## src/rtl/iram_pkg.sv

```systemverilog
package iram_pkg;
  localparam int DATA_W = 8;

  typedef enum logic [1:0] {
    REG_ADDR_LO = 2'd0,
    REG_ADDR_HI = 2'd1,
    REG_DATA    = 2'd2,
    REG_CTRL    = 2'd3
  } regSel_e;

  // bit positions inside the control/status byte
  localparam int BIT_RUN  = 1;
  localparam int BIT_AUTO = 2;
  localparam int BIT_IRQ  = 3;
  localparam int BIT_INT0 = 4;
  localparam int BIT_INT1 = 5;
  localparam int BIT_BYP  = 6;

  typedef struct packed {
    logic loadLo;
    logic loadHi;
    logic step;
  } strobes_t;
endpackage

```

## src/rtl/iram_ctrl.sv

```systemverilog
module iram_ctrl
  import iram_pkg::*;
(
  input  logic                clk,
  input  logic                rstN,
  input  logic [1:0]          hostSel,
  input  logic                hostWr,
  input  logic                hostRd,
  input  logic [BIT_BYP:BIT_RUN] ctrlWr,
  input  logic                copAck,
  input  logic                copInt0Set,
  input  logic                copInt1Set,
  output strobes_t            strobes,
  output logic                dataWrite,
  output logic                dataRead,
  output logic [DATA_W-1:0]   ctrlByte,
  output logic                runOut,
  output logic                bypassOut,
  output logic                irqToCop,
  output logic                hostIrq
);
  logic runQ, autoQ, bypQ, irqQ, int0Q, int1Q;
  logic ctrlWrite;

  assign ctrlWrite = hostWr && (hostSel == REG_CTRL);
  assign dataWrite = hostWr && (hostSel == REG_DATA);
  assign dataRead  = hostRd && !hostWr && (hostSel == REG_DATA);

  always_comb begin
    strobes.loadLo = hostWr && (hostSel == REG_ADDR_LO);
    strobes.loadHi = hostWr && (hostSel == REG_ADDR_HI);
    strobes.step   = autoQ && (dataWrite || dataRead);
  end

  always_ff @(posedge clk or negedge rstN) begin
    if (!rstN) begin
      runQ  <= 1'b0;
      autoQ <= 1'b0;
      bypQ  <= 1'b0;
      irqQ  <= 1'b0;
      int0Q <= 1'b0;
      int1Q <= 1'b0;
    end else begin
      if (ctrlWrite) begin
        runQ  <= ctrlWr[BIT_RUN];
        autoQ <= ctrlWr[BIT_AUTO];
        bypQ  <= ctrlWr[BIT_BYP];
      end
      if (ctrlWrite && ctrlWr[BIT_IRQ]) irqQ <= 1'b1;
      else if (copAck)                  irqQ <= 1'b0;
      if (copInt0Set)                          int0Q <= 1'b1;
      else if (ctrlWrite && ctrlWr[BIT_INT0])  int0Q <= 1'b0;
      if (copInt1Set)                          int1Q <= 1'b1;
      else if (ctrlWrite && ctrlWr[BIT_INT1])  int1Q <= 1'b0;
    end
  end

  always_comb begin
    ctrlByte           = '0;
    ctrlByte[BIT_RUN]  = runQ;
    ctrlByte[BIT_AUTO] = autoQ;
    ctrlByte[BIT_IRQ]  = irqQ;
    ctrlByte[BIT_INT0] = int0Q;
    ctrlByte[BIT_INT1] = int1Q;
    ctrlByte[BIT_BYP]  = bypQ;
  end

  assign runOut    = runQ;
  assign bypassOut = bypQ;
  assign irqToCop  = irqQ;
  assign hostIrq   = int0Q | int1Q;
endmodule

```

## src/rtl/iram_datapath.sv

```systemverilog
module iram_datapath
  import iram_pkg::*;
#(
  parameter int ADDR_W = 16
) (
  input  logic                clk,
  input  logic                rstN,
  input  strobes_t            strobes,
  input  logic [1:0]          hostSel,
  input  logic [DATA_W-1:0]   hostWdata,
  input  logic [DATA_W-1:0]   ctrlByte,
  input  logic [DATA_W-1:0]   ramRdata,
  output logic [ADDR_W-1:0]   addr,
  output logic [DATA_W-1:0]   hostRdata
);
  localparam int HI_W = ADDR_W - DATA_W;

  logic [DATA_W-1:0] addrLo;
  logic [HI_W-1:0]   addrHi;
  logic [ADDR_W-1:0] addrNext;

  assign addr     = {addrHi, addrLo};
  assign addrNext = addr + ADDR_W'(1);

  always_ff @(posedge clk or negedge rstN) begin
    if (!rstN) begin
      addrLo <= '0;
      addrHi <= '0;
    end else if (strobes.step) begin
      addrLo <= addrNext[DATA_W-1:0];
      addrHi <= addrNext[ADDR_W-1:DATA_W];
    end else begin
      if (strobes.loadLo) addrLo <= hostWdata;
      if (strobes.loadHi) addrHi <= hostWdata[HI_W-1:0];
    end
  end

  always_comb begin
    unique case (hostSel)
      REG_ADDR_LO: hostRdata = addrLo;
      REG_ADDR_HI: hostRdata = DATA_W'(addrHi);
      REG_DATA:    hostRdata = ramRdata;
      default:     hostRdata = ctrlByte;
    endcase
  end
endmodule

```

## src/rtl/iram_port.sv

```systemverilog
module iram_port
  import iram_pkg::*;
#(
  parameter int ADDR_W = 16
) (
  input  logic              clk,
  input  logic              rstN,
  input  logic [1:0]        hostSel,
  input  logic              hostWr,
  input  logic              hostRd,
  input  logic [7:0]        hostWdata,
  output logic [7:0]        hostRdata,
  output logic [ADDR_W-1:0] ramAddr,
  output logic [7:0]        ramWdata,
  output logic              ramWe,
  output logic              ramRe,
  input  logic [7:0]        ramRdata,
  input  logic              copAck,
  input  logic              copInt0Set,
  input  logic              copInt1Set,
  output logic              runOut,
  output logic              bypassOut,
  output logic              irqToCop,
  output logic              hostIrq
);
  strobes_t          strobes;
  logic [DATA_W-1:0] ctrlByte;

  iram_ctrl u_ctrl (
    .clk(clk), .rstN(rstN), .hostSel(hostSel), .hostWr(hostWr), .hostRd(hostRd),
    .ctrlWr(hostWdata[BIT_BYP:BIT_RUN]), .copAck(copAck),
    .copInt0Set(copInt0Set), .copInt1Set(copInt1Set),
    .strobes(strobes), .dataWrite(ramWe), .dataRead(ramRe), .ctrlByte(ctrlByte),
    .runOut(runOut), .bypassOut(bypassOut), .irqToCop(irqToCop), .hostIrq(hostIrq)
  );

  iram_datapath #(.ADDR_W(ADDR_W)) u_dp (
    .clk(clk), .rstN(rstN), .strobes(strobes), .hostSel(hostSel),
    .hostWdata(hostWdata), .ctrlByte(ctrlByte), .ramRdata(ramRdata),
    .addr(ramAddr), .hostRdata(hostRdata)
  );

  assign ramWdata = hostWdata;
endmodule

```

## config.mk

```make
export PLATFORM = sky130hd
export DESIGN_NAME = iram_port
export DESIGN_NICKNAME = d
export VERILOG_FILES = /design/src/rtl/iram_pkg.sv /design/src/rtl/iram_ctrl.sv /design/src/rtl/iram_datapath.sv /design/src/rtl/iram_port.sv
export SDC_FILE = /design/constraint.sdc
export NUM_CORES = 1
export LEC_CHECK = 0
export ABC_AREA = 0
export BUFFER_PORTS_ARGS = -buffer_cell sky130_fd_sc_hd__buf_4
export CAP_MARGIN = 20
export CORE_ASPECT_RATIO = 0.8
export CORE_MARGIN = 1.5
export CORE_UTILIZATION = 41
export CTS_BUF_LIST = sky130_fd_sc_hd__clkbuf_2
export DETAILED_ROUTE_END_ITERATION = 6
export MAX_ROUTING_LAYER = met4
export PLACE_DENSITY = 0.77
export SLEW_MARGIN = 20
export SYNTH_ARGS = -nofsm -noshare
export SYNTH_HDL_FRONTEND = slang
export SYNTH_SLANG_ARGS = --single-unit
```

## constraint.sdc

```tcl
create_clock -name clk -period 4.93 [get_ports clk]
set_clock_uncertainty 0.2 [all_clocks]
set_input_delay 1.479 -clock clk [delete_from_list [all_inputs] [get_ports clk]]
set_output_delay 1.479 -clock clk [all_outputs]
set_load 0.02 [all_outputs]
```

# --- Yosys cells after proc, flatten, opt, wreduce, memory -nomap -nowiden ---
# Cells that the tools add are included.
totals:
  ff_bits: 22
  latchBits: 0
  ram_bits: 0
  romBits: 0
  out_inout_bits: 38
  n_memories: 0
classes:
  n_addsub: 1
  n_mul: 0
  div_mod_pow: 0
  magnitude_cmp: 0
  eq_ne: 3
  n_shift: 0
  mux: 11
  n_bitwise: 1
  reduce_logical: 18
op_table:
  columns: ["cell", "count"]
  rows:
  - ["$mux W8", 4]
  - ["$pmux W8 S3", 1]
  - ["$add A16 B1 Y16 const B", 1]
  - ["$logic_and A1 B1 Y1", 10]
  - ["$reduce_bool A2 Y1", 5]
  - ["$mux W1", 6]
  - ["$eq A2 B2 Y1 const B", 2]
  - ["$eq A2 B1 Y1 const B", 1]
  - ["$logic_not A2 Y1", 1]
  - ["$logic_not A1 Y1", 1]
  - ["$logic_or A1 B1 Y1", 1]
  - ["$or A1 B1 Y1", 1]

# --- Longest topological paths before layout ---
# Gate-level depths: netlist of the first run.
depth:
  depth_word: 6
  mapped_depth: 7
  ltp_nobuf: 5

# --- By module ---
# From an unflattened synthesis of the first run, not the netlist that was laid out.
unflattened:
  hier_cells: 162
  area_unflattened_um2: 1650.3
by_module_without_submodules:
  columns: ["mod", "instances", "cells_each", "area_each_um2"]
  rows:
  - ["iram_datapath", 1, 120, 1231.2]
  - ["iram_ctrl", 1, 34, 359.1]
  - ["iram_port", 1, 8, 60.1]

# --- Worst setup path before layout of the first run ---
# No wires, ideal clock.
synth_timing:
  path_kind: "input to output"
  from: "in hostSel[0]"
  to: "out ramRe"
  t_arrival_ps: 2300
  slack_ps: 951
  path_stages: 3
  n_path_buf: 1
  path_cell_list: "nand2b_1 buf_2 nor3b_1"
synth_between:
  elab_chain_len: 2
synth_rtl:
  columns: ["item", "line_no", "source"]
  rows:
  - ["from (decl)", "iram_port.sv:8", "input logic [1:0] hostSel,"]
  - ["$eq A2 B2 Y1", "iram_ctrl.sv:27", "assign dataRead = hostRd && !hostWr && (hostSel == REG_DATA);"]
  - ["$logic_and A1 B1 Y1", "iram_ctrl.sv:27", null]
  - ["to (decl)", "iram_port.sv:16", "output logic ramRe,"]
# No other way between the ends.

# --- Final worst setup path of the first run ---
layout_timing:
  from: "in hostSel[0]"
  to: "out hostRdata[2]"
layout_between:
  elab_chain_len: 2
  elab_cells_between_ends: 4
  classes_between: "eq/ne: 2; mux: 1; reduce/logical: 1"
layout_rtl:
  columns: ["item", "line_no", "source"]
  rows:
  - ["$eq A2 B2 Y1 (tied with other cells)", "iram_datapath.sv:39", "unique case (hostSel)"]
  - ["$pmux W8 S3 *", "iram_datapath.sv:39", null]
  - ["to (decl)", "iram_port.sv:12", "output logic [7:0] hostRdata,"]
# Every way passes the cells marked *; elsewhere a longest branch is shown, timed or not.

==> results of run 1 <==
-- through the flow --
step / std cells / utilization [%] / hold WS [ns]
4_1_cts: 251 / 56.0 / 0.340
2_1_floorplan: 159 / - / 0.258
3_3_place_gp: 247 / 55.5 / 0.286
5_1_grt: 251 / 56.0 / 0.367
3_5_place_dp: 247 / 55.5 / 0.290
6_report: 251 / 56.0 / 0.340
-- worst reg2reg max path, stage by stage, from the launching register on --
cell and delay, ns:
dfrtp_1 0.56, ha_1 0.28, nand4_1 0.23, nor4_4 0.44, a311oi_1 0.17, a211oi_1 0.22
-- cell usage after synthesis, types with 3 or more instances --
cell type,number,area [µm²]
mux2_2,3,33.8
buf_4,8,60.1
nand2_1,15,56.3
dfrtp_1,22,551
o21ai_0,4,20.0
nor2_1,12,45.0
and3_1,3,18.8
a21o_1,4,30.0
nand3_1,7,35.0
nor3b_1,3,22.5
nor3_1,8,40.0
a211oi_1,4,30.0
mux2i_1,3,30.0
inv_1,5,18.8
mux4_2,6,135
buf_2,4,20.0
a221o_1,3,30.0
nand4_1,4,25.0
-- power groups by stage --
stage          clock [mW]  sequential (mW)  combinational, mW
3_3_place_gp            0            0.283              0.278
4_1_cts            0.0753            0.278              0.282
3_5_place_dp            0            0.282              0.281
2_1_floorplan           0            0.300              0.136
6_report           0.0758            0.280              0.281
5_1_grt            0.0843            0.287              0.299
-- kinds of logic after synthesis --
group / Yosys count
mux: 12
fa+ha+maj: 1
compound gates: 36
simple gates: 67
buf+inv: 21
flops: 22
-- layer usage --
metal	vias up	wire length, µm
met5	-	0
met4	0	87
met3	14	407
met2	81	1980
met1	735	1850
li1	695	-
-- layout make-up --
cell class / instances / area (µm²)
clock buffers: 3 / 15.0
clock inverters: 1 / 3.75
fillers: 302 / 1540
inverters: 5 / 18.8
multi-input cells: 116 / 852
flip-flops and latches: 22 / 551
well taps: 42 / 52.6
repair buffers: 62 / 465
-- flip-flops by register name, summed over array words and instances (netlist names) --
signal	count
u_ctrl.int0Q	1
u_ctrl.bypassOut	1
u_ctrl.int1Q	1
u_ctrl.autoQ	1
u_dp.addrLo	8
u_ctrl.runOut	1
u_ctrl.irqToCop	1
u_dp.addrHi	8
-- worst paths after layout --
kind	endpoint	slack [ns]	cells after the start
max in group asynchronous	u_dp.addrHi[4]	3.53	1
min in group asynchronous	u_ctrl.int1Q	0.78	1
setup reg to reg	u_dp.addrHi[2]	2.78	5
hold reg to reg	u_ctrl.int1Q	0.34	1
hold / removal	u_ctrl.int1Q	0.34	1
setup / recovery	hostRdata[2]	0.87	3
==> flow_metrics.py, run 1 <==
metrics = {
    "logic_synthesis": {
        "synth_flop_cell": "dfrtp_1",
        "synthAdderAreaFrac_pct": 0.821,
        "post_synth.cell_area_avg_um2": 9.58,
        "ys_async_sr_fraction_pct": 100,
        "synthSimpleGateAreaFrac_pct": 23.8,
        "synth_top_family_by_area": "simple AND/OR/NAND/NOR gates",
        "netlist_instances": 159,
        "synth_cell_types": 49,
        "synth_compound_area_share_pct": 18.2,
        "synth_fp_nets": 185,
        "yosys.area_share.xor_xnor_pct": 0,
        "synth_mux_area_share_pct": 13.1,
        "seq_area_frac_synth_pct": 36.1,
        "synth-edff-count": 0,
        "netlist_area_um2": 1520,
        "yosysWarnings": 0,
        "ys_ff_latch": 22,
    },
    "setup_path": {
        "critPathBufInv": 2,
        "path_delay_family": "multiplexers",
        "crit_path_top_delay_cell": "mux4_2",
        "startpoint_type": "primary input",
        "endpoint_kind": "output pin",
        "crit_path_start": "hostSel[0]",
        "crit_top_cell": "buf_4",
        "crit_type": "primary input to output pin",
        "path_cells": "buf_4 -> mux4_2 -> buf_4",
        "crit_required_ns": 3.25,
        "regToRegStartpoint": "u_dp.addrLo[0]",
        "slowest_delay_ns": 0.52,
        "critical_path_arrival_ns": 2.38,
        "crit_fanout": 15,
    },
    "global_route": {
        "grt.total_usage_pct": 21.9,
        "antenna_found_initial": 0,
        "grt_pass1_vias": 1363,
        "grt_use_met2_pct": 30.6,
        "grt_use_met1_pct": 31.5,
        "top_usage_layer": "met1",
        "grt_pass1_wl_um": 6770,
        "grt.overflow.total": 0,
        "grt_max_degree": 23,
        "use_met3_pct": 5.30,
    },
    "layout": {
        "mostFrequentLayoutCells": "62 x buf_4, 22 x dfrtp_1, 15 x nand2_1",
        "areaGrowthSynthToFinish_pct": 28.5,
        "drive_gt1_share_pct": 37.3,
        "final_common_cell": "buf_4",
        "num-nets-final": 236,
        "design_area_um2": 1960,
        "diodes": 0,
    },
    "power": {
        "combinationalPowerShare_pct": 44.1,
        "irDropWorstVdd_v": 0.000180,
        "p_seq_share_pct": 43.9,
        "power.switching_uw": 270,
        "p_int_uw": 366,
        "p_sw_share_pct": 42.4,
        "p_leak_nw": 0.862,
        "power_density_nw_per_um2": 325,
        "totalPowerFinal_uw": 636,
        "clockPowerShare_pct": 11.9,
    },
    "sta": {
        "hold_viol": 0,
        "fin_crit_ns": 4.06,
        "fin_ws_ns": 0.869,
        "worst_pin_slew_ns": 0.826,
        "rsz0062_at_grt": "false",
        "tns_ns": 0,
        "max_freq_mhz": 246,
        "fin_crit_sh_pct": 82.4,
        "final-setup-viol-count": 0,
        "maxSlewViolCount": 0,
        "slew_headroom_pct": 44.8,
    },
    "placed_design": {
        "gp_congestion": 0.875,
        "dp_slack_ns": 0.872,
        "dp_hpwl_um": 3200,
        "io_buffers": 62,
        "placed_cell_area_um2": 1940,
    },
    "clocking": {
        "cts.sinks": 22,
        "cts_buffers": 3,
        "postCtsSetupBuffers": 0,
        "ctsResizeCount": 0,
        "cts_hold_buf": 0,
        "insertion_delay_ns": 0.34,
        "clk_pin_slew_worst_paths_ns": 0.22,
        "cts_tree": "done",
        "clock_path_buffers": 2,
        "htree_levels": 1,
        "clockRootBuffer": "clkbuf_2",
    },
    "route": {
        "drc": 0,
        "routed_wl_um": 4330,
        "drtIter0Drc": 132,
        "vias": 1525,
        "dr.pass1.iters": 4,
        "antenna_left": 0,
        "via_per_inst": 6.08,
        "wl_per_cell_um": 17.3,
    },
    "die": {
        "die_x_um": 71.2,
        "die_area_um2": 4090,
        "initial_core_util_pct": 43.6,
        "rows": 19,
        "core_area_um2": 3490,
        "fp.dieH_um": 57.5,
        "ios": 63,
    },
    "hold_path": {
        "hp-class": "register to register",
        "holdCritStartpoint": "u_ctrl.int1Q",
    },
    "run_status": {
        "status": "finished, final reports clean",
    },
    "job": {
        "max_cap_viol_count": 0,
    },
}
(Power assumes the default switching activity.)
==> inputs of run 2 (changes only) <==
- ABC_AREA: 0 -> 1
- PLACE_DENSITY: 0.77 -> 0.78
- clock period: 4.93 -> 3.5 ns (I/O delays scaled with it)
==> run 2 against run 1 <==
Cell count up 47%. Die area grew 10%. Critical path depth grew 4. Critical path type unchanged. Largest power group unchanged.
==> flow_metrics.py, run 2 <==
metrics = {
    "layout": {
        "diodes": 0,
        "drive_gt1_share_pct": 26.2,
        "largestRegisters": "u_dp.addrHi (8), u_dp.addrLo (8)",
        "num-nets-final": 341,
        "regArea_um2": 551,
        "multi_input_area_um2": 913,
        "n_fill_cell": 391,
        "final_common_cell": "nand2_1",
        "mostFrequentLayoutCells": "80 x nand2_1, 63 x buf_4, 46 x nand3_1",
        "design_area_um2": 2150,
        "areaGrowthSynthToFinish_pct": 27.4,
    },
    "placed_design": {
        "dp_slack_ns": 0.236,
        "placed_cell_area_um2": 2140,
        "dp_hpwl_um": 3910,
        "gp_congestion": 0.853,
        "io_buffers": 62,
    },
    "setup_path": {
        "crit_fanout": 11,
        "crit_type": "primary input to output pin",
        "critical_path_arrival_ns": 2.03,
        "regToRegStartpoint": "u_dp.addrLo[1]",
        "endpoint_kind": "output pin",
        "startpoint_type": "primary input",
        "crit_required_ns": 2.25,
        "crit_path_start": "hostSel[0]",
    },
    "global_route": {
        "grt_pass1_vias": 1752,
        "grt_pass1_wl_um": 8050,
        "grt.total_usage_pct": 24.5,
        "antenna_found_initial": 0,
        "grt.overflow.total": 0,
        "grt_max_degree": 23,
    },
    "sta": {
        "slew_headroom_pct": 71.3,
        "fin_hold_ws_ns": 0.313,
        "max_freq_mhz": 305,
        "tns_ns": 0,
        "final-setup-viol-count": 0,
        "hold_viol": 0,
        "maxSlewViolCount": 0,
        "fin_ws_ns": 0.220,
        "worst_pin_slew_ns": 0.430,
        "rsz0062_at_grt": "false",
        "fin_crit_ns": 3.28,
        "fin_crit_sh_pct": 93.7,
    },
    "route": {
        "drtIter0Drc": 136,
        "dr.pass1.iters": 4,
        "routed_wl_um": 4910,
        "vias": 1885,
        "drc": 0,
        "wl_per_cell_um": 13.4,
        "antenna_left": 0,
        "via_per_inst": 5.12,
    },
    "logic_synthesis": {
        "synth_fp_nets": 286,
        "netlist_instances": 260,
        "yosysWarnings": 0,
        "seq_area_frac_synth_pct": 32.6,
        "synth-edff-count": 0,
        "synth_flop_cell": "dfrtp_1",
        "yosysTopAreaCellShare_pct": 32.6,
        "ys_ff_latch": 22,
        "synthTopCellsByArea": "dfrtp_1 33%, nand2_1 18%, nand3_1 14%",
        "post_synth.cell_area_avg_um2": 6.50,
        "synth.most_common_cell": "nand2_1",
        "netlist_area_um2": 1690,
        "synth_common_cells": "80 x nand2_1, 46 x nand3_1, 31 x inv_1, 22 x dfrtp_1, 19 x nor2_1",
        "synth_cell_types": 27,
        "synth_top_cell_by_area": "dfrtp_1",
        "ys_async_sr_fraction_pct": 100,
    },
    "clocking": {
        "cts_tree": "done",
        "cts_hold_buf": 0,
        "clockRootBuffer": "clkbuf_2",
        "clk_pin_slew_worst_paths_ns": 0.20,
        "cts_buffers": 3,
        "postCtsSetupBuffers": 0,
        "htree_levels": 1,
        "clock_path_buffers": 2,
        "ctsResizeCount": 0,
        "insertion_delay_ns": 0.33,
        "cts.sinks": 22,
    },
    "power": {
        "totalPowerFinal_uw": 951,
        "power_density_nw_per_um2": 442,
        "p_leak_nw": 1.12,
        "irDropWorstVdd_v": 0.000284,
    },
    "run_status": {
        "status": "finished, final reports clean",
    },
    "die": {
        "die_area_um2": 4520,
        "ios": 63,
        "initial_core_util_pct": 43.5,
        "die_x_um": 74.8,
        "rows": 20,
        "core_area_um2": 3880,
        "fp.dieH_um": 60.4,
    },
    "hold_path": {
        "holdCritStartpoint": "u_ctrl.int1Q",
        "hp-class": "register to register",
    },
    "job": {
        "max_cap_viol_count": 0,
    },
}
## run 2: per-stage QoR
stage                     utilization, %  instances
after CTS                           55.5        368
after detailed placement            55.1        365
after global routing                55.5        368
final                               55.5        368
after global placement              55.1        365
after floorplan                        -        260
## run 2: final cells by class
type	instances	area share [%]
multi-input combinational	190	42.4
sequential	22	25.6
tap	55	3.20
timing repair buffer	63	22.0
clock buffer	3	0.698
inverter	35	6.10
## run 2: worst max-delay path: stages
cell and delay (ns):
buf_4 0.13, nor2_2 0.36, nand2_1 0.09, o21ai_0 0.09, a21oi_1 0.05, o21ai_0 0.09
buf_4 0.17
## run 2: cells by family after synthesis
group / synth area share, %
AO/OA/AOI/OAI: 9.93
XOR/XNOR: 0.519
adder cells (fa/ha/maj): 0.741
AND/OR/NAND/NOR: 41.6
flip-flops: 32.6
buffers and inverters: 13.3
multiplexers: 1.33
## run 2: final timing paths
check                      slack, ns             end  depth (start not counted)
setup reg to reg                1.72  u_dp.addrLo[4]                          6
setup / recovery                0.22    hostRdata[5]                          7
hold reg to reg                 0.31    u_ctrl.int1Q                          1
min in group asynchronous       0.36   u_ctrl.runOut                          1
hold / removal                  0.31    u_ctrl.int1Q                          1
max in group asynchronous       2.51  u_dp.addrHi[4]                          1
## run 2: report_power, final
group / internal [mW] / switching [mW] / total, mW
combinational: 0.188 / 0.268 / 0.456
sequential: 0.308 / 0.0859 / 0.394
clock: 0.0233 / 0.0782 / 0.102
## run 2: metal layers
| metal | track usage (%) | vias to the layer above | share of wire (%) |
|---|---|---|---|
| met5 | - | - | 0 |
| met4 | 4.94 | 0 | 0.20 |
| met2 | 39.9 | 69 | 46 |
| li1 | - | 943 | - |
| met3 | 4.49 | 2 | 6.7 |
| met1 | 32.2 | 871 | 47 |
==> inputs of run 3 (changes only) <==
- MAX_ROUTING_LAYER: met4 -> default
- PLACE_DENSITY: 0.78 -> 0.71
==> run 3 against run 2 <==
Critical endpoint is now hostRdata[2]. Routed wire length is 0.10% lower. Count of clock-buffer cells in the layout is the same. Sequential power about the same. Largest power group unchanged.
==> flow_metrics.py, run 3 (synthesis gave the netlist of run 2 again) <==
metrics = {
    "hold_path": {
        "hold_depth": 1,
        "holdPathEnd": "u_ctrl.int1Q",
        "holdCritStartpoint": "u_ctrl.int1Q",
        "hp-class": "register to register",
    },
    "layout": {
        "drive_gt1_share_pct": 26.2,
        "final_cell_count_no_fill": 368,
        "areaGrowthSynthToFinish_pct": 27.4,
        "num-nets-final": 341,
        "largestRegisters": "u_dp.addrHi (8), u_dp.addrLo (8)",
        "diodes": 0,
        "mostFrequentLayoutCells": "80 x nand2_1, 63 x buf_4, 46 x nand3_1",
        "design_area_um2": 2150,
        "final_common_cell": "nand2_1",
    },
    "clocking": {
        "cts_buffers": 3,
        "cts.sinks": 22,
        "cts_hold_buf": 0,
        "clk_pin_slew_worst_paths_ns": 0.20,
        "clock_path_buffers": 2,
        "postCtsSetupBuffers": 0,
        "ctsResizeCount": 0,
        "htree_levels": 1,
        "insertion_delay_ns": 0.33,
        "cts_tree": "done",
        "clockRootBuffer": "clkbuf_2",
    },
    "setup_path": {
        "reg2reg_depth": 6,
        "worst-path-stages": 7,
        "regToRegStartpoint": "u_dp.addrLo[1]",
        "path_cells": "buf_4 -> nor2_2 -> nand2_1 -> o21ai_0 -> a21oi_1 -> o21ai_0 -> buf_4",
        "endpoint_kind": "output pin",
        "slowest_delay_ns": 0.35,
        "crit_type": "primary input to output pin",
        "crit_required_ns": 2.25,
        "critPathBufInv": 2,
        "startpoint_type": "primary input",
        "reg2reg_setup_slack_ns": 1.75,
        "path_delay_family": "simple AND/OR/NAND/NOR gates",
        "reg2reg_to": "u_dp.addrLo[4]",
        "critical_path_arrival_ns": 2.01,
        "crit_fanout": 11,
        "crit_path_top_delay_cell": "nor2_2",
    },
    "sta": {
        "tns_ns": 0,
        "fin_crit_sh_pct": 93.3,
        "slew_headroom_pct": 72.1,
        "maxSlewViolCount": 0,
        "max_freq_mhz": 306,
        "worst_pin_slew_ns": 0.418,
        "rsz0062_at_grt": "false",
        "final-setup-viol-count": 0,
        "fin_crit_ns": 3.26,
        "hold_viol": 0,
    },
    "placed_design": {
        "placed_cell_area_um2": 2140,
        "dp_hpwl_um": 3850,
        "dp_cells": 365,
        "io_buffers": 62,
        "gp_congestion": 0.848,
    },
    "global_route": {
        "antenna_found_initial": 0,
        "grt_pass1_wl_um": 7940,
        "grt.total_usage_pct": 23.3,
        "grt_pass1_vias": 1619,
        "grt.overflow.total": 0,
        "grt_max_degree": 23,
    },
    "route": {
        "vias": 1887,
        "drtIter0Drc": 126,
        "via_per_inst": 5.13,
        "drc": 0,
        "routed_wl_um": 4910,
        "dr.pass1.iters": 4,
        "antenna_left": 0,
        "wl_per_cell_um": 13.3,
    },
    "die": {
        "ios": 63,
        "initial_core_util_pct": 43.5,
        "core_area_um2": 3880,
        "die_x_um": 74.8,
        "die_area_um2": 4520,
        "rows": 20,
        "fp.dieH_um": 60.4,
    },
    "power": {
        "p_leak_nw": 1.12,
        "irDropWorstVdd_v": 0.000260,
        "power_density_nw_per_um2": 442,
    },
    "run_status": {
        "status": "finished, final reports clean",
    },
    "job": {
        "max_cap_viol_count": 0,
    },
}
==> run 3: cell counts in the layout (fill, tap and decap cells not counted) <==
Identical to the previous run, type by type.
==> run 3: how the worst max path moves through the flow <==
| stage | to | start | slack, ns |
|---|---|---|---|
| global route | hostRdata[5] | hostSel[0] | 0.04 |
| floorplan | hostRdata[2] | hostSel[1] | 0.52 |
| detailed placement | hostRdata[2] | hostSel[0] | 0.23 |
| finish | hostRdata[2] | hostSel[0] | 0.24 |
| CTS | hostRdata[2] | hostSel[0] | 0.23 |
| global placement | hostRdata[5] | hostSel[0] | 0.26 |
==> run 3: area by class of cell <==
class                   instances  area [µm²]
clock buffers                   3        15.0
fillers                       407        1730
multi-input cells             190         913
flip-flops and latches         22         551
well taps                      55        68.8
repair buffers                 63         473
inverters                      35         131
==> run 3: metal layers <==
metal	global-route usage [%]	wire (µm)
met1	35.1	2330
met2	36.2	2150
met3	3.65	367
met4	3.64	67
met5	0	0
==> run 3: worst register-to-register path, stage by stage (launching register included) <==
cell and delay [ns]:
dfrtp_1 0.49, ha_1 0.24, nand3_1 0.14, inv_1 0.13
or2_2 0.29, nand3_1 0.10, nand3_1 0.08
==> run 3: power breakdown <==
part           internal (mW)  switching (mW)  leakage, nW
sequential             0.308          0.0851        0.267
combinational          0.189           0.268        0.840
clock                 0.0233          0.0783       0.0125
==> run 3: through the flow <==
| step | setup slack [ns] | hold slack (ns) | power (mW) | util, % |
|---|---|---|---|---|
| after global routing | 0.0406 | 0.333 | 1.03 | 55.5 |
| after CTS | 0.229 | 0.312 | 0.956 | 55.5 |
| after global placement | 0.262 | 0.265 | 0.848 | 55.1 |
| final | 0.235 | 0.306 | 0.951 | 55.5 |
| after floorplan | 0.523 | 0.253 | 0.656 | - |
| after detailed placement | 0.231 | 0.269 | 0.853 | 55.1 |
